[src/rtl/dbsp_pkg.sv]
package dbsp_pkg;
    typedef enum logic {TX_IDLE, TX_RUN} tx_st_e;
    typedef enum logic {RX_IDLE, RX_RUN} rx_st_e;
endpackage

[src/rtl/dbsp_tx.sv]
module dbsp_tx
    import dbsp_pkg::*;
#(
    parameter int DW  = 8,
    parameter int OVS = 16
) (
    input  logic          clk,
    input  logic          rst_n,
    input  logic          tick,
    input  logic          wr,
    input  logic [DW-1:0] wdata,
    output logic          txd,
    output logic          empty,
    output logic          tend
);
    localparam int FB = DW + 2;
    localparam int CW = $clog2(OVS);
    localparam int BW = $clog2(FB);

    typedef struct packed {
        tx_st_e        st;
        logic [FB-1:0] sh;
        logic [CW-1:0] cnt;
        logic [BW-1:0] bitn;
        logic [DW-1:0] hold;
        logic          empty;
        logic          tend;
    } tx_s;

    tx_s q, d;

    always_comb begin
        d = q;
        if (tick) begin
            case (q.st)
                TX_IDLE: begin
                    if (!q.empty) begin
                        d.st    = TX_RUN;
                        d.sh    = {1'b1, q.hold, 1'b0};
                        d.cnt   = '0;
                        d.bitn  = '0;
                        d.empty = 1'b1;
                    end
                end
                default: begin
                    if (q.cnt == CW'(OVS - 1)) begin
                        d.cnt = '0;
                        if (q.bitn == BW'(FB - 1)) begin
                            d.bitn = '0;
                            if (!q.empty) begin
                                d.sh    = {1'b1, q.hold, 1'b0};
                                d.empty = 1'b1;
                            end else begin
                                d.st   = TX_IDLE;
                                d.sh   = '1;
                                d.tend = 1'b1;
                            end
                        end else begin
                            d.bitn = q.bitn + 1'b1;
                            d.sh   = {1'b1, q.sh[FB-1:1]};
                        end
                    end else begin
                        d.cnt = q.cnt + 1'b1;
                    end
                end
            endcase
        end
        if (wr) begin
            d.hold  = wdata;
            d.empty = 1'b0;
            d.tend  = 1'b0;
        end
    end

    always_ff @(posedge clk or negedge rst_n) begin
        if (!rst_n) begin
            q.st    <= TX_IDLE;
            q.sh    <= '1;
            q.cnt   <= '0;
            q.bitn  <= '0;
            q.hold  <= '0;
            q.empty <= 1'b1;
            q.tend  <= 1'b1;
        end else begin
            q <= d;
        end
    end

    assign txd   = (q.st == TX_RUN) ? q.sh[0] : 1'b1;
    assign empty = q.empty;
    assign tend  = q.tend;


    tend_needs_empty_chk: assert property (@(posedge clk) disable iff (!rst_n)
        $rose(tend) |-> empty);

    wr_clears_end_chk: assert property (@(posedge clk) disable iff (!rst_n)
        wr |=> (!tend && !empty));

    empty_falls_on_wr_chk: assert property (@(posedge clk) disable iff (!rst_n)
        $fell(empty) |-> $past(wr));
endmodule

[src/rtl/dbsp_rx.sv]
module dbsp_rx
    import dbsp_pkg::*;
#(
    parameter int DW  = 8,
    parameter int OVS = 16
) (
    input  logic          clk,
    input  logic          rst_n,
    input  logic          tick,
    input  logic          rxd,
    input  logic          clr_full,
    input  logic          clr_ovr,
    output logic [DW-1:0] rdata,
    output logic          full,
    output logic          ovr
);
    localparam int FB  = DW + 2;
    localparam int CW  = $clog2(OVS);
    localparam int BW  = $clog2(FB);
    localparam int MID = OVS / 2 - 1;

    typedef struct packed {
        logic          s1;
        logic          s2;
        rx_st_e        st;
        logic [CW-1:0] cnt;
        logic [BW-1:0] bitn;
        logic [DW-1:0] sh;
        logic [DW-1:0] rdata;
        logic          full;
        logic          ovr;
    } rx_s;

    rx_s  q, d;
    logic at_sample;

    always_comb begin
        d    = q;
        d.s1 = rxd;
        d.s2 = q.s1;
        at_sample = (q.bitn == '0) ? (q.cnt == CW'(MID)) : (q.cnt == CW'(OVS - 1));
        if (clr_full) d.full = 1'b0;
        if (clr_ovr)  d.ovr  = 1'b0;
        if (tick) begin
            case (q.st)
                RX_IDLE: begin
                    if (!q.s2) begin
                        d.st   = RX_RUN;
                        d.cnt  = '0;
                        d.bitn = '0;
                    end
                end
                default: begin
                    if (at_sample) begin
                        d.cnt = '0;
                        if (q.bitn == '0) begin
                            if (q.s2) d.st = RX_IDLE;
                            else      d.bitn = 1;
                        end else if (q.bitn == BW'(FB - 1)) begin
                            d.st = RX_IDLE;
                            if (q.s2) begin
                                if (q.full) begin
                                    d.ovr = 1'b1;
                                end else begin
                                    d.rdata = q.sh;
                                    d.full  = 1'b1;
                                end
                            end
                        end else begin
                            d.sh   = {q.s2, q.sh[DW-1:1]};
                            d.bitn = q.bitn + 1'b1;
                        end
                    end else begin
                        d.cnt = q.cnt + 1'b1;
                    end
                end
            endcase
        end
    end

    always_ff @(posedge clk or negedge rst_n) begin
        if (!rst_n) begin
            q.s1    <= 1'b1;
            q.s2    <= 1'b1;
            q.st    <= RX_IDLE;
            q.cnt   <= '0;
            q.bitn  <= '0;
            q.sh    <= '0;
            q.rdata <= '0;
            q.full  <= 1'b0;
            q.ovr   <= 1'b0;
        end else begin
            q <= d;
        end
    end

    assign rdata = q.rdata;
    assign full  = q.full;
    assign ovr   = q.ovr;


    ovr_keeps_data_chk: assert property (@(posedge clk) disable iff (!rst_n)
        $rose(ovr) |-> $stable(rdata));

    full_needs_stop_chk: assert property (@(posedge clk) disable iff (!rst_n)
        $rose(full) |-> $past(q.s2));
endmodule

[src/rtl/dbsp_serial_port.sv]
module dbsp_serial_port
    import dbsp_pkg::*;
#(
    parameter int DW  = 8,
    parameter int OVS = 16
) (
    input  logic          clk,
    input  logic          rst_n,
    input  logic          baud_tick,
    input  logic          tx_wr,
    input  logic [DW-1:0] tx_data,
    output logic [DW-1:0] rx_data,
    input  logic          rx_full_clr,
    input  logic          overrun_clr,
    input  logic          ie_we,
    input  logic [2:0]    ie_in,
    output logic          rx_full,
    output logic          tx_empty,
    output logic          tx_end,
    output logic          overrun,
    output logic          irq_rx,
    output logic          irq_tx_empty,
    output logic          irq_tx_end,
    output logic          txd,
    input  logic          rxd
);
    logic [2:0] ie_d, ie_q;

    always_comb begin
        ie_d = ie_q;
        if (ie_we) ie_d = ie_in;
    end

    always_ff @(posedge clk or negedge rst_n) begin
        if (!rst_n) ie_q <= '0;
        else        ie_q <= ie_d;
    end

    dbsp_tx #(.DW(DW), .OVS(OVS)) u_tx (
        .clk(clk), .rst_n(rst_n), .tick(baud_tick), .wr(tx_wr), .wdata(tx_data),
        .txd(txd), .empty(tx_empty), .tend(tx_end)
    );

    dbsp_rx #(.DW(DW), .OVS(OVS)) u_rx (
        .clk(clk), .rst_n(rst_n), .tick(baud_tick), .rxd(rxd),
        .clr_full(rx_full_clr), .clr_ovr(overrun_clr),
        .rdata(rx_data), .full(rx_full), .ovr(overrun)
    );

    assign irq_rx       = rx_full  & ie_q[0];
    assign irq_tx_empty = tx_empty & ie_q[1];
    assign irq_tx_end   = tx_end   & ie_q[2];


    end_req_implies_empty_chk: assert property (@(posedge clk) disable iff (!rst_n)
        irq_tx_end |-> tx_empty);
endmodule

[config.mk]
export PLATFORM = sky130hd
export DESIGN_NAME = dbsp_serial_port
export DESIGN_NICKNAME = d
export VERILOG_FILES = /design/src/rtl/dbsp_pkg.sv /design/src/rtl/dbsp_tx.sv /design/src/rtl/dbsp_rx.sv /design/src/rtl/dbsp_serial_port.sv
export SDC_FILE = /design/constraint.sdc
export NUM_CORES = 1
export LEC_CHECK = 0
export CORE_MARGIN = 3
export CORE_UTILIZATION = 50
export CTS_CLUSTER_DIAMETER = 100
export CTS_CLUSTER_SIZE = 20
export DETAILED_ROUTE_END_ITERATION = 8
export DONT_BUFFER_PORTS = 1
export MAX_ROUTING_LAYER = met4
export PLACE_DENSITY = 0.72
export SLEW_MARGIN = 20
export SYNTH_ARGS = -nofsm -noshare
export SYNTH_HDL_FRONTEND = slang
export SYNTH_SLANG_ARGS = --single-unit
[constraint.sdc]
create_clock -name clk -period 4 [get_ports clk]
set_input_delay 1 -clock clk [delete_from_list [all_inputs] [get_ports clk]]
set_output_delay 1 -clock clk [all_outputs]
set_load 0.1 [all_outputs]
==> impl_metrics.ini, run 1 <==
[sta]
tns_ns = 0
slew_headroom = 0.318
setup_viol_count_final = 0
fin_worst_skew_ns = 0.0129
period_needed_ns = 3.05
fmax_mhz = 328
slew_violations = 0
rsz0062_at_grt = no
finalCritPeriodShare = 0.763
hold_viol = 0
whs_ns = 0.348
worstMarginPinSlew_ns = 1.03
setup_ws_ns = 0.950

[final_layout]
num-fill-cells = 468
mostFrequentLayoutCells = dfrtp_1, nand2_1, o21ai_0
nets = 286
drive_gt1_frac = 0.242
diodes = 0
fin_area_sq_um = 3210
area_delta_synth_final_pct = 7.55
utilization = 0.569
fin_cells = 337
final_common_cell = dfrtp_1

[global_route]
first_global_vias = 1935
grt-ovfl-total = 0
gr-usage-all-layers = 0.172
antenna_found_initial = 0
grt_max_degree = 62
grt_first_pass_wirelength_mm = 9.28

[clock_tree]
hold_buffers = 0
postCtsSetupRepairBufs = 0
htreeDepth = 3
numCtsBuffers = 9
cts.sinks = 61
ctsResizeCount = 0
path_clk_slew_ns = 0.07
cts_tree = done
root_buffer = clkbuf_8
insertion_delay_ns = 0.34
clk_path_buf_depth = 2

[logic_synthesis]
synthArstFlopShare = 1.00
synth.largest_area_cell = dfrtp_1
syn_area_sq_um = 2980
synth_edf_count = 0
ys_seq_area_frac = 0.517
syn_area_per_cell_sq_um = 11.3
synthesis.nets = 291
ys_ff_latch = 61
ys_warn_count = 0
ys.flop_type = dfrtp_1
synth_cell_types = 49
synthTopCellsByArea = dfrtp_1, dfstp_2, mux2_4
yosys.area.top_type_share = 0.394
syn_inst = 265

[job]
cap_violations = 0

[detailed_routing]
ant_nets = 0
dr.pass1.iters = 4
via_per_inst = 5.74
drc = 0
avgRoutedWirePerCell_um = 16.0
first_iter_violations = 93
via_count = 1936
drt-total-wl_mm = 5.38

[pwr]
irDropWorstVdd_uv = 287
finalPower_mw = 1.83
power_density_nw_per_um2 = 569
p_leak_nw = 1.42

[floorplan]
die_w_um = 83.3
die_area_sq_um = 6930
core_sq_um = 5640
io_pins = 35
initial_core_util = 0.529
dieHeight_um = 83.3
num_rows = 27

[setup_path]
slowest_stage = dfstp_2
slowest_delay_ns = 0.87
path_class = reg -> out
r2r.worst_path.cells = 6
arrival_ns = 2.05
startpoint_type = flip-flop
worst_setup_path_end_kind = primary output
cp_max_fo = 3
crit_buf_inv = 0
cp_cell_sequence = and2_1
required_ns = 3.00
crit_family = flip-flops
worst-path-stages = 1

[place]
place.port_buffers = 0
pre_cts_slack_ns = 1.31
routabilityCongestion = 0.810
dp.cells = 321
dpl_cell_area_sq_um = 2990
dpl.hpwl_mm = 3.71

[min_path]
hp-class = in -> async

[status]
outcome = finished, final reports clean
## registers in the layout, summed over array words and instances (netlist names)
| signal | count |
|---|---|
| u_tx.tend | 1 |
| ie_q | 3 |
| u_rx.q | 18 |
| u_rx.full | 1 |
| u_tx.q | 27 |
| u_tx.empty | 1 |
| u_rx.rdata | 8 |
| u_rx.ovr | 1 |
| u_rx.d | 1 |
## Yosys cell counts (all sizes together) (6+ instances only)
library cell and count:
buf 11, o21ai 26, nand2 24, inv 12, dfrtp 47, mux2 24, dfstp 14, clkbuf 10
a2bb2oi 6, nand4 6, nand3 7, ha 7, a21oi 12
## metal layers
metal	share of wire	track usage	wire length, um	up-vias
li1	-	-	-	942
met1	0.48	0.225	2590	941
met2	0.45	0.244	2410	41
met3	0.051	0.0546	274	12
met4	0.020	0.0758	106	0
met5	0	-	0	-
## cell type report
| cell class | instances | area, sq um | area share |
|---|---|---|---|
| Clock buffer | 9 | 124 | 0.0386 |
| Clock inverter | 7 | 97.6 | 0.0304 |
| Inverter | 12 | 45.0 | 0.0140 |
| Multi-Input combinational cell | 171 | 1270 | 0.396 |
| Sequential cell | 61 | 1540 | 0.481 |
| Tap cell | 72 | 90.1 | 0.0281 |
| Timing Repair Buffer | 5 | 37.5 | 0.0117 |
## cell families (layout without fill, tap and decap cells)
family / after synthesis / after routing / share of synthesized area
buf+inv: 33 / 33 / 0.0566
xor+xnor: 1 / 1 / 0.00294
flops: 61 / 61 / 0.517
compound gates: 70 / 70 / 0.154
fa+ha+maj: 7 / 7 / 0.0293
simple gates: 67 / 67 / 0.125
mux: 26 / 26 / 0.115
## worst paths after layout
kind | slack (ns) | startpoint | end
max | 0.95 | u_tx.tend | irq_tx_end
min | 0.35 | rst_n | u_rx.q[19]
max reg2reg | 1.78 | u_rx.q[18] | u_rx.rdata[1]
min reg2reg | 0.36 | u_rx.d[27] | u_rx.q[27]
max in group asynchronous | 3.45 | rst_n | u_tx.q[24]
min in group clk | 0.36 | u_rx.d[27] | u_rx.q[27]
## report_power, final
part | leakage (nW) | total (mW) | internal (mW) | switching, mW
combinational | 0.576 | 0.388 | 0.185 | 0.203
clock | 0.106 | 0.611 | 0.352 | 0.258
sequential | 0.739 | 0.829 | 0.728 | 0.101
## worst register-to-register path, cell delays in order (launching register included)
cell and delay, ns:
dfrtp_1 0.45, inv_1 0.08, ha_1 0.18, nor3b_2 0.29
xnor2_1 0.14, or3_1 0.59, mux2_4 0.38
Power figures use the tool's default switching activity.
==> inputs of run 2 (changes only) <==
--- a/config.mk
+++ b/config.mk
@@ -5,6 +5,7 @@
 export SDC_FILE = /design/constraint.sdc
 export NUM_CORES = 1
 export LEC_CHECK = 0
+export ABC_AREA = 1
 export CORE_MARGIN = 3
 export CORE_UTILIZATION = 50
 export CTS_CLUSTER_DIAMETER = 100
==> constraint.sdc (replaced) <==
create_clock -name clk -period 3.15 [get_ports clk]
set_input_delay 0.7875 -clock clk [delete_from_list [all_inputs] [get_ports clk]]
set_output_delay 0.7875 -clock clk [all_outputs]
set_load 0.1 [all_outputs]
==> run 2 against run 1 <==
Clock power grew 28%. Wire length up 8.1%. Global-route usage grew 1.1 points. Via count grew 16%. Sequential power rose by 12%. Synthesized cell count up 37%. Design area is 1.4% higher. Non-clock buffer count fell by 1. Worst hold slack worse by 0.21 ns. Critical endpoint is now irq_tx_empty. Largest cell class unchanged. Highest routed layer unchanged.
==> impl_metrics.ini, run 2 <==
[status]
outcome = finished, final reports clean

[global_route]
grt.busiest_layer = met2
first_global_vias = 2248
grt_max_degree = 62
antenna_found_initial = 0
grtUsageMet1 = 0.207
gr-usage-all-layers = 0.183
met3_usage = 0.0642
use_met2 = 0.303
grt-ovfl-total = 0
grt_first_pass_wirelength_mm = 10.1

[final_layout]
final_common_cell = nand2_1
nets = 387
area_delta_synth_final_pct = 7.88
reg.largest.list = u_tx.q x27, u_rx.q x18, u_rx.rdata x8
diodes = 0
utilization = 0.573
largest_register = u_tx.q
drive_gt1_frac = 0.145
largest_register_ffs = 27
fin_cells = 438
mostFrequentLayoutCells = nand2_1, dfrtp_1, inv_1

[detailed_routing]
via_per_inst = 5.12
ant_nets = 0
dr.pass1.iters = 4
drt-total-wl_mm = 5.82
drc = 0
first_iter_violations = 72
via_count = 2242
avgRoutedWirePerCell_um = 13.3

[setup_path]
slowest_stage = dfstp_2
crit_family = flip-flops
cp_cell_sequence = nand2_1, inv_1, buf_4
worst-path-stages = 3
startpoint_type = flip-flop
crit_buf_inv = 2
r2r.worst_path.cells = 9
cp_max_fo = 5
path_class = reg -> out
arrival_ns = 1.74
slowest_delay_ns = 0.90
worst_setup_path_end_kind = primary output
required_ns = 2.36

[logic_synthesis]
synthMuxAreaShare = 0.0112
ys.flop_type = dfrtp_1
ys_seq_area_frac = 0.512
synth_most_common_cell = nand2_1
syn_inst = 362
synth_compound_area_frac = 0.0771
synthArstFlopShare = 1.00
synth_edf_count = 0
synth_top_family_by_area = simple AND/OR/NAND/NOR gates
synth-simple-area-share = 0.279
syn_area_sq_um = 3020
synthTopCellsByArea = dfrtp_1, nand2_1, dfstp_2
synth-xor-area-share = 0.0116
synthesis.nets = 388
synth.largest_area_cell = dfrtp_1
syn_area_per_cell_sq_um = 8.33
ys_warn_count = 0
synth_cell_types = 32
synth-adder-area-share = 0.0290
yosys.area.top_type_share = 0.390
ys_ff_latch = 61
synth_common_cells = nand2_1, dfrtp_1, inv_1, nor2_1, nand3_1

[min_path]
hp-class = in -> async

[floorplan]
initial_core_util = 0.532
die_w_um = 83.7
num_rows = 27
dieHeight_um = 83.7
core_sq_um = 5680
io_pins = 35
die_area_sq_um = 7000

[clock_tree]
clk_path_buf_depth = 2
numCtsBuffers = 9
cts.sinks = 61
hold_buffers = 0
cts_tree = done
insertion_delay_ns = 0.34
ctsResizeCount = 0
postCtsSetupRepairBufs = 0
root_buffer = clkbuf_8
htreeDepth = 3
path_clk_slew_ns = 0.07

[sta]
period_needed_ns = 2.53
rsz0062_at_grt = no
hold_viol = 0
setup_viol_count_final = 0
slew_violations = 0
fin_worst_skew_ns = 0.00759
finalCritPeriodShare = 0.803
fmax_mhz = 396
slew_headroom = 0.398
setup_ws_ns = 0.622
tns_ns = 0
worstMarginPinSlew_ns = 0.903

[job]
cap_violations = 0

[place]
dpl.hpwl_mm = 3.83
routabilityCongestion = 0.798
place.port_buffers = 0
dp.cells = 422
pre_cts_slack_ns = 0.956

[pwr]
power_density_nw_per_um2 = 601
irDropWorstVdd_uv = 519
p_leak_nw = 1.66
## run 2: layer usage
layer  share of wire  vias to the layer above  routed length [um]
li1                -                     1142                   -
met1            0.44                     1046                2550
met2            0.51                       50                2940
met3           0.050                        4                 292
met4          0.0060                        0                  35
met5               0                        -                   0
## run 2: per-stage QoR
stage	hold slack (ns)	instance area (sq um)	total power [mW]
4_1_cts	0.113	3250	1.98
6_report	0.135	3250	1.96
5_1_grt	0.105	3250	2.06
2_1_floorplan	0.345	3020	1.14
3_5_place_dp	0.347	3030	1.19
3_3_place_gp	0.347	3030	1.17
## run 2: report_power, final
| part | leakage [nW] | total [mW] | switching (mW) | internal (mW) |
|---|---|---|---|---|
| Combinational | 0.798 | 0.244 | 0.162 | 0.0822 |
| Sequential | 0.746 | 0.929 | 0.0597 | 0.869 |
| Clock | 0.112 | 0.782 | 0.317 | 0.465 |
| Total | 1.66 | 1.96 | 0.538 | 1.42 |
## run 2: final timing paths
path                                     end  startpoint  slack (ns)
max in group asynchronous         u_tx.q[23]       rst_n        2.81
worst min-delay path              u_rx.q[21]       rst_n        0.13
worst max-delay path            irq_tx_empty  u_tx.empty        0.62
worst min register to register    u_rx.q[27]  u_rx.d[27]        0.35
worst max register to register    u_tx.q[13]  u_tx.empty        1.05
min in group clk                  u_rx.q[27]  u_rx.d[27]        0.35
## run 2: cell type report
type	count	area [sq um]
timing repair buffer	4	30.0
clock buffer	10	138
multi-input combinational	249	1230
fill	525	2420
inverter	36	135
clock inverter	6	86.3
tap	72	90.1
sequential	61	1540
## run 2: logic make-up after synthesis
kind of cell,Yosys count
buf+inv,52
mux,3
compound gates,44
flops,61
simple gates,191
xor+xnor,4
fa+ha+maj,7
==> inputs of run 3 (changes only) <==
--- a/config.mk
+++ b/config.mk
@@ -13,7 +13,7 @@
 export DETAILED_ROUTE_END_ITERATION = 8
 export DONT_BUFFER_PORTS = 1
 export MAX_ROUTING_LAYER = met4
-export PLACE_DENSITY = 0.72
+export PLACE_DENSITY = 0.75
 export SLEW_MARGIN = 20
 export SYNTH_ARGS = -nofsm -noshare
 export SYNTH_HDL_FRONTEND = slang
==> constraint.sdc (replaced) <==
create_clock -name clk -period 2.08 [get_ports clk]
set_input_delay 0.52 -clock clk [delete_from_list [all_inputs] [get_ports clk]]
set_output_delay 0.52 -clock clk [all_outputs]
set_load 0.1 [all_outputs]
==> run 3 against run 2 <==
Cell count increased by 3.2%. Highest routed layer unchanged. Count of clock-buffer cells in the layout increased by 2. Combinational power increased by 64%. Non-clock buffer count increased by 14. Sequential share of layout area decreased by 1.7 points. Design area increased by 3.8%. Worst hold slack got worse by 0.11 ns. First-iteration DRC count increased by 99%. Clock skew decreased by 0.00065 ns. Critical path depth decreased by 1. Register-to-register slack got worse by 0.80 ns.
==> impl_metrics.ini, run 3 (synthesis results as in run 2) <==
[pwr]
clkPwrFrac = 0.339
seqPwrFrac = 0.514
p_int_mw = 1.94
p_leak_nw = 1.71
power_density_nw_per_um2 = 810
p_sw_frac = 0.291
finalPower_mw = 2.74
p_switching_uw = 795
comb_power_share = 0.146
irDropWorstVdd_uv = 672

[global_route]
first_global_vias = 2280
grt_max_degree = 48
gr-usage-all-layers = 0.192
antenna_found_initial = 0
grt_first_pass_wirelength_mm = 10.5
grt-ovfl-total = 0

[floorplan]
die_area_sq_um = 7000
dieHeight_um = 83.7
die_w_um = 83.7
initial_core_util = 0.532
io_pins = 35
core_sq_um = 5680
num_rows = 27

[clock_tree]
numCtsBuffers = 9
insertion_delay_ns = 0.33
cts_tree = done
clk_path_buf_depth = 2
cts.sinks = 61
root_buffer = clkbuf_8
path_clk_slew_ns = 0.06
ctsResizeCount = 0
htreeDepth = 3
postCtsSetupRepairBufs = 0
hold_buffers = 1

[status]
outcome = finished, final reports clean

[place]
dpl.hpwl_mm = 3.95
routabilityCongestion = 0.889
dpl_cell_area_sq_um = 3160
place.port_buffers = 0
dp.cells = 434

[sta]
slew_violations = 0
fmax_mhz = 515
fin_worst_skew_ns = 0.00693
worstMarginPinSlew_ns = 0.562
tns_ns = 0
slew_headroom = 0.624
rsz0062_at_grt = no
whs_ns = 0.0290
hold_viol = 0
period_needed_ns = 1.94
setup_viol_count_final = 0
finalCritPeriodShare = 0.933

[final_layout]
fin_cells = 452
fin_area_sq_um = 3380
final_common_cell = nand2_1
num-fill-cells = 509
largest_register = u_tx.q
diodes = 0
largest_register_ffs = 27
drive_gt1_frac = 0.176
nets = 401
area_delta_synth_final_pct = 12.0
mostFrequentLayoutCells = nand2_1, dfrtp_1, inv_1
reg.largest.list = u_tx.q x27, u_rx.q x18, u_rx.rdata x8

[setup_path]
worst_setup_path_end_kind = primary output
arrival_ns = 1.42
ff2ff_setup_slack_ns = 0.25
path_class = reg -> out
cp_max_fo = 7
required_ns = 1.56
startpoint_type = flip-flop

[min_path]
hp-class = in -> async

[detailed_routing]
highest_layer = met4
ant_nets = 0
dr.pass1.iters = 4
via_count = 2336
via_per_inst = 5.17
wirelength_met1_mm = 2.61
drt-total-wl_mm = 5.89
first_iter_violations = 143
avgRoutedWirePerCell_um = 13.0
wl_met2_mm = 2.86
drc = 0
dr_wl_met3_um = 337

[job]
cap_violations = 0
-- run 3: per-stage QoR --
stage          utilization  setup slack [ns]
2_1_floorplan            -            0.0115
3_3_place_gp         0.557             0.392
3_5_place_dp         0.557             0.303
4_1_cts              0.593             0.119
5_1_grt              0.595            0.0488
6_report             0.595             0.139
-- run 3: cell type report --
type	instances	area, sq um	area share
multi-input combinational	249	1230	0.364
clock inverter	4	22.5	0.00667
inverter	36	139	0.0411
clock buffer	12	155	0.0459
tap	72	90.1	0.0267
sequential	61	1550	0.457
timing repair buffer	18	195	0.0578
-- run 3: final timing paths --
path	from	endpoint	cells after the start
max	u_tx.q[28]	txd	2
max reg2reg	u_rx.q[19]	u_rx.q[17]	9
min	rst_n	u_rx.d[27]	0
min reg2reg	u_rx.d[27]	u_rx.q[27]	0
max in group asynchronous	rst_n	u_tx.tend	1
min in group clk	rxd	u_rx.d[27]	0
-- run 3: worst max-delay path: stages, from the launching register on --
cell and delay (ns):
dfrtp_1 0.45, inv_1 0.12, or2_2 0.52
-- run 3: routing by layer --
metal  GRT usage  up-vias
met3      0.0671        8
met4      0.0673        0
met5           -        -
met2       0.292       50
met1       0.239     1109
li1            -     1169
-- run 3: power groups by stage --
stage / clock network (mW) / logic (mW) / registers (mW)
6_report: 0.928 / 0.401 / 1.41
5_1_grt: 1.02 / 0.462 / 1.43
4_1_cts: 0.966 / 0.400 / 1.41
3_5_place_dp: 0 / 0.376 / 1.42
3_3_place_gp: 0 / 0.354 / 1.42
2_1_floorplan: 0 / 0.331 / 1.40
